--- src/rtl/mbx_pkg.sv ---
package mbx_pkg;
    localparam int CODE_W = 4;

    localparam logic [CODE_W-1:0] CODE_INACTIVE = 4'b0000;
    localparam logic [CODE_W-1:0] CODE_EMPTY    = 4'b0100;
    localparam logic [CODE_W-1:0] CODE_FULL     = 4'b0010;
    localparam logic [CODE_W-1:0] CODE_OVERRUN  = 4'b0110;

    typedef struct packed {
        logic [CODE_W-1:0] base;
        logic              busy;
    } code_state_t;

    typedef struct packed {
        logic locked;
        logic consumed;
    } lock_state_t;

    function automatic logic code_writable(input logic [CODE_W-1:0] c);
        return (c == CODE_INACTIVE) || (c == CODE_EMPTY) ||
               (c == CODE_FULL)     || (c == CODE_OVERRUN);
    endfunction
endpackage

--- src/rtl/mbx_lock_trk.sv ---
module mbx_lock_trk
    import mbx_pkg::*;
(
    input  logic clk,
    input  logic rst_n,
    input  logic rd_i,
    input  logic unlock_i,
    input  logic frame_done_i,
    output logic locked_o,
    output logic consumed_o
);
    lock_state_t st_d, st_q;

    always_comb begin
        st_d = st_q;
        if (rd_i) begin
            st_d.locked = 1'b1;
        end else if (unlock_i) begin
            st_d.locked = 1'b0;
            // A read followed by an unlock releases the stored frame
            if (st_q.locked) st_d.consumed = 1'b1;
        end
        if (frame_done_i) st_d.consumed = 1'b0;
    end

    always_ff @(posedge clk or negedge rst_n) begin
        if (!rst_n) st_q <= '0;
        else        st_q <= st_d;
    end

    assign locked_o   = st_q.locked;
    assign consumed_o = st_q.consumed;
endmodule

--- src/rtl/mbx_code_fsm.sv ---
module mbx_code_fsm
    import mbx_pkg::*;
(
    input  logic              clk,
    input  logic              rst_n,
    input  logic              start_i,
    input  logic              done_i,
    input  logic              wr_i,
    input  logic [CODE_W-1:0] wr_code_i,
    input  logic              locked_i,
    input  logic              consumed_i,
    output logic [CODE_W-1:0] code_o,
    output logic              frame_done_o
);
    code_state_t st_d, st_q;
    logic        start_ok;
    logic        finish;
    logic        wr_ok;

    always_comb begin
        start_ok = start_i && !st_q.busy && (st_q.base != CODE_INACTIVE);
        finish   = done_i && st_q.busy;
        wr_ok    = wr_i && !st_q.busy && !start_i && code_writable(wr_code_i);

        st_d = st_q;
        if (start_ok) begin
            st_d.busy = 1'b1;
        end else if (finish) begin
            st_d.busy = 1'b0;
            if (st_q.base == CODE_EMPTY || (consumed_i && !locked_i))
                st_d.base = CODE_FULL;
            else
                st_d.base = CODE_OVERRUN;
        end else if (wr_ok) begin
            st_d.base = wr_code_i;
        end
    end

    always_ff @(posedge clk or negedge rst_n) begin
        if (!rst_n) st_q <= '{base: CODE_INACTIVE, busy: 1'b0};
        else        st_q <= st_d;
    end

    assign code_o       = {st_q.base[CODE_W-1:1], st_q.busy};
    assign frame_done_o = finish;
endmodule

--- src/rtl/mbx_rx_status.sv ---
module mbx_rx_status
    import mbx_pkg::*;
(
    input  logic              clk,
    input  logic              rst_n,
    input  logic              store_start_i,
    input  logic              store_done_i,
    input  logic              cpu_read_i,
    input  logic              cpu_unlock_i,
    input  logic              cpu_wr_i,
    input  logic [CODE_W-1:0] cpu_wr_code_i,
    output logic [CODE_W-1:0] code_o,
    output logic              locked_o
);
    logic frame_done;
    logic consumed;

    mbx_lock_trk u_lock (
        .clk          (clk),
        .rst_n        (rst_n),
        .rd_i         (cpu_read_i),
        .unlock_i     (cpu_unlock_i),
        .frame_done_i (frame_done),
        .locked_o     (locked_o),
        .consumed_o   (consumed)
    );

    mbx_code_fsm u_code (
        .clk          (clk),
        .rst_n        (rst_n),
        .start_i      (store_start_i),
        .done_i       (store_done_i),
        .wr_i         (cpu_wr_i),
        .wr_code_i    (cpu_wr_code_i),
        .locked_i     (locked_o),
        .consumed_i   (consumed),
        .code_o       (code_o),
        .frame_done_o (frame_done)
    );
endmodule

--- config.mk ---
export PLATFORM = sky130hd
export DESIGN_NAME = mbx_rx_status
export DESIGN_NICKNAME = d
export VERILOG_FILES = /design/src/rtl/mbx_pkg.sv /design/src/rtl/mbx_lock_trk.sv /design/src/rtl/mbx_code_fsm.sv /design/src/rtl/mbx_rx_status.sv
export SDC_FILE = /design/constraint.sdc
export NUM_CORES = 1
export LEC_CHECK = 0
export ABC_AREA = 0
export CAP_MARGIN = 20
export CORE_AREA = 3 3 40 42
export DETAILED_ROUTE_END_ITERATION = 10
export DIE_AREA = 0 0 43 45
export PLACE_DENSITY = 0.68
export SYNTH_ARGS = -nofsm -noshare
export SYNTH_HDL_FRONTEND = slang
export SYNTH_SLANG_ARGS = --single-unit
--- constraint.sdc ---
create_clock -name clk -period 3.5 [get_ports clk]
set_clock_uncertainty 0.1 [all_clocks]
set_input_delay 0.35 -clock clk [delete_from_list [all_inputs] [get_ports clk]]
set_output_delay 0.35 -clock clk [all_outputs]
set_load 0.1 [all_outputs]
Word level (Yosys, flattened, before mapping):

Cells that the tools add are included.

* register bits: 7
* logic and storage cells: 43
* bits of input ports: 11
* output and inout bits: 5

* reductions and logical operators: 23
* multiplexer cells: 10
* bitwise logic cells: 1
* eq/ne operators: 5

Operators with widths (number)
* equality test 4 x 3 -> 1 bit, second input constant: 3
* nonzero test 2 bit: 5
* 2-to-1 mux 4 bit: 2
* logical AND 1 bit: 7
* 2-to-1 mux 1 bit: 6
* equality test 4 x 2 -> 1 bit, second input constant: 1
* logical NOT 4 bit: 1
* logical OR 1 bit: 4
* nonzero test 4 bit: 1
* logical NOT 1 bit: 3
* 2-to-1 mux 3 bit: 1
* AND reduction 3 bit: 1
* 2-to-1 mux 2 bit: 1
* inequality test 2 x 1 -> 1 bit, second input constant: 1
* AND reduction 2 bit: 1
* NOT 1 bit: 1

Depth between registers and ports, before layout:

* word-level depth: 7
* mapped depth: 4
* depth with buffers taken out: 3

By module:

Synthesis repeated with hierarchy kept, for this count alone.

* cells, all modules: 33
* area total of the unflattened synthesis: 350.3 um^2

By module, submodules not included
* mbx_code_fsm: seq. area each 125.1 um^2, cells an instance 26, instances 1, area an instance 271.5 um^2
* mbx_lock_trk: seq. area each 50.0 um^2, cells an instance 7, instances 1, area an instance 78.8 um^2

Worst setup path after synthesis:

OpenSTA, ideal clock, no wires.

* path type: register to register
* start point: register u_lock.st_q, in the netlist u_lock.locked_o
* end point: register u_code.st_q, in the netlist u_code.code_o[2]
* clock period less this slack: 1681 ps
* slack: 1819 ps
* arrival time: 1517 ps
* cell stages (with the launch flop): 4
* setup time: 64 ps
* data required time: 3336 ps
* buffers on the path: 0
* cells stage by stage: dfrtp_1 -> and4b_1 -> a211oi_1 -> mux2_4

* word-level cells in the longest chain between the ends: 5

Ends and longest elaborated chain
* start, declared: RTL line mbx_lock_trk.sv:12 `lock_state_t st_d, st_q;`
* start signal, assigned: RTL line mbx_lock_trk.sv:28 `else st_q <= st_d;`
* logical NOT 1 bit: RTL line mbx_code_fsm.sv:30 `if (st_q.base == CODE_EMPTY || (consumed_i && !locked_i))`
* logical AND 1 bit: RTL line mbx_code_fsm.sv:30
* logical OR 1 bit: RTL line mbx_code_fsm.sv:30
* 2-to-1 mux 3 bit: RTL line mbx_code_fsm.sv:30
* 2-to-1 mux 4 bit: RTL line mbx_code_fsm.sv:28 `end else if (finish) begin`
* end signal, assigned: RTL line mbx_code_fsm.sv:40 `if (!rst_n) st_q <= '{base: CODE_INACTIVE, busy: 1'b0};`
* end signal, assigned: RTL line mbx_code_fsm.sv:41 `else st_q <= st_d;`
* end, declared: RTL line mbx_code_fsm.sv:15 `code_state_t st_d, st_q;`

Every way passes these cells.
A chain may end at the register's enable or synchronous reset.

Final worst setup path:

* start point: register u_code.st_q, in the netlist u_code.code_o[0]
* end point: output code_o[0]

RTL lines
* end, declared: RTL line mbx_rx_status.sv:12 `output logic [CODE_W-1:0] code_o,`

No word-level cell between the ends.

==> flow_summary.json <==
{
  "ys_warn_count": 0,
  "max_stage_delay_ns": 1.19,
  "critPathRequiredTime_ns": 3.05,
  "fp-row-count": 13,
  "vias_per_cell": 4.508,
  "grt_pass1_vias": 264,
  "layout_commonest_cell": "clkdlybuf4s50_1",
  "clkTransAtPathRegs_ns": 0.06,
  "crit_chain": "clkdlybuf4s50_1",
  "start_util_pct": 29.02,
  "wirelength_um": 747,
  "p_total_mw": 0.3928,
  "ys_top_cells_by_area": "dfrtp_1 47%, buf_4 8.1%, nor4b_4 6.4%",
  "avgSynthCellArea_um2": 11.65,
  "worstMarginPinSlew_ns": 0.9624,
  "status": "completed",
  "syn-num-nets": 43,
  "placed_area_um2": 506.7,
  "cts_sinks": 7,
  "critPathArrivalTime_ns": 1.93,
  "syn2layout_area_growth_pct": 42.95,
  "grt_pass1_wl_um": 1152,
  "ant_nets": 0,
  "chipHeight_um": 45,
  "dr.pass1.iters": 2,
  "clock_path_buffers": 2,
  "timing.slew.headroom_pct": 35.64,
  "track_usage_pct": 8.466,
  "core-area_um2": 1285,
  "worstSetupStartpointType": "flop",
  "vias": 275,
  "hpwlAfterDp_um": 592.9,
  "port_buffers": 15,
  "min_period_ns": 2.381,
  "fin_hold_ws_ns": 0.2675,
  "yosys_register_bits": 7,
  "synthCells": 32,
  "cpLargestDelayFamily": "buffers and inverters",
  "ctsHtreeMaxLevel": 1,
  "io_pins": 16,
  "drt_iter0_markers": 4,
  "diodes": 0,
  "gp_congestion": 0.6821,
  "antenna_found_initial": 0,
  "rr_startpoint": "u_code.code_o[0]",
  "final_area_um2": 533.0,
  "drv_slew": 0,
  "crit_buf_inv": 1,
  "slowest_stage": "clkdlybuf4s50_1",
  "die_w_um": 43,
  "hold_violations": 0,
  "vdd_drop_max_mv": 0.2452,
  "wl_per_cell_um": 12.25,
  "clk_latency_ns": 0.25,
  "rsz0062_at_grt": "false",
  "crit_type": "reg -> out",
  "setup_viol": 0,
  "cts_tree": "built",
  "ctsResizeCount": 0,
  "drv_cap": 0,
  "crit_path_end_kind": "output port",
  "ctsHoldBuffers": 0,
  "power_density_nw_per_um2": 737.0,
  "tns_ns": 0,
  "post-cts-setup-buffer-count": 0,
  "hold_class": "in -> async",
  "leakage_nw": 0.2420,
  "yosys.area.top_type": "dfrtp_1",
  "synth_cell_types": 17,
  "period_share_pct": 68.02,
  "mostFrequentLayoutCells": "15 x clkdlybuf4s50_1, 7 x dfrtp_1, 3 x a21oi_1, 3 x inv_1, 3 x clkbuf_4",
  "grt_overflow": 0,
  "drc": 0,
  "timing.fmax_ghz": 0.4200,
  "die_area_um2": 1935,
  "cp_max_fo": 8,
  "startpoint": "u_code.code_o[0]",
  "layout-drive-gt1-share_pct": 17.39,
  "cts-root-buf": "clkbuf_4",
  "netlist_area_um2": 372.9,
  "ys_seq_area_share_pct": 46.98,
  "grt_max_degree": 9,
  "fin_nets": 58,
  "cts_buffers": 3,
  "yosysTopAreaCellShare_pct": 46.98
}
==> flip-flops by register name (all words and copies together) (netlist names) <==
signal and count:
u_code.code_o 4, u_code.st_q 1, u_lock.consumed_o 1, u_lock.locked_o 1
==> final cells by class <==
type,count,area (um2)
clock buffers,4,26.28
fillers,137,752.0
inverters,3,11.26
multi-input cells,17,151.4
flip-flops and latches,7,175.2
well taps,15,18.77
repair buffers,15,150.1
==> metal layers <==
| metal | vias up | wire length, um | global-route usage (%) |
|---|---|---|---|
| met5 | - | 0 | 0 |
| met4 | 0 | 0 | 6.627 |
| met3 | 0 | 57 | 2.789 |
| met2 | 9 | 380 | 12.28 |
| met1 | 127 | 309 | 10.32 |
| li1 | 139 | - | - |
==> cells in the mapped netlist <==
cell,number
inv_1,3
and3_1,1
a31oi_1,1
and4b_1,1
mux2i_2,1
a21oi_1,3
buf_2,1
o41ai_1,1
and2_2,2
dfrtp_1,7
a211oi_1,1
nor3_1,1
nor4b_4,1
mux2i_1,2
mux2_4,1
o21ai_0,1
buf_4,4
==> logic make-up after synthesis <==
kind of cell / Yosys count / synth area share [%]
and+or+nand+nor: 6 / 16.11
AOI/OAI and AO/OA: 7 / 11.41
muxes: 4 / 13.09
DFF: 7 / 46.98
buffers and inverters: 8 / 12.41
==> through the flow <==
step,instances,util [%],setup slack [ns]
2_1_floorplan,32,-,1.819
3_3_place_gp,57,39.44,1.404
3_5_place_dp,57,39.44,1.375
4_1_cts,61,41.48,1.099
5_1_grt,61,41.48,1.057
6_report,61,41.48,1.119
==> report_power, final <==
group,switching [mW],total [mW],internal (mW)
sequential,0.0225,0.122,0.0994
clock,0.0298,0.0733,0.0435
combinational,0.137,0.198,0.0605
==> final timing paths <==
check                      cells past startpoint  slack [ns]                 to
setup / recovery                               1        1.12          code_o[0]
hold / removal                                 1        0.27   u_code.code_o[2]
setup reg to reg                               2        2.09   u_code.code_o[2]
hold reg to reg                                2        0.43  u_lock.consumed_o
max in group asynchronous                      1        2.77    u_lock.locked_o
min in group clk                               2        0.43  u_lock.consumed_o
Note: power is estimated with default switching activity, not from simulation.
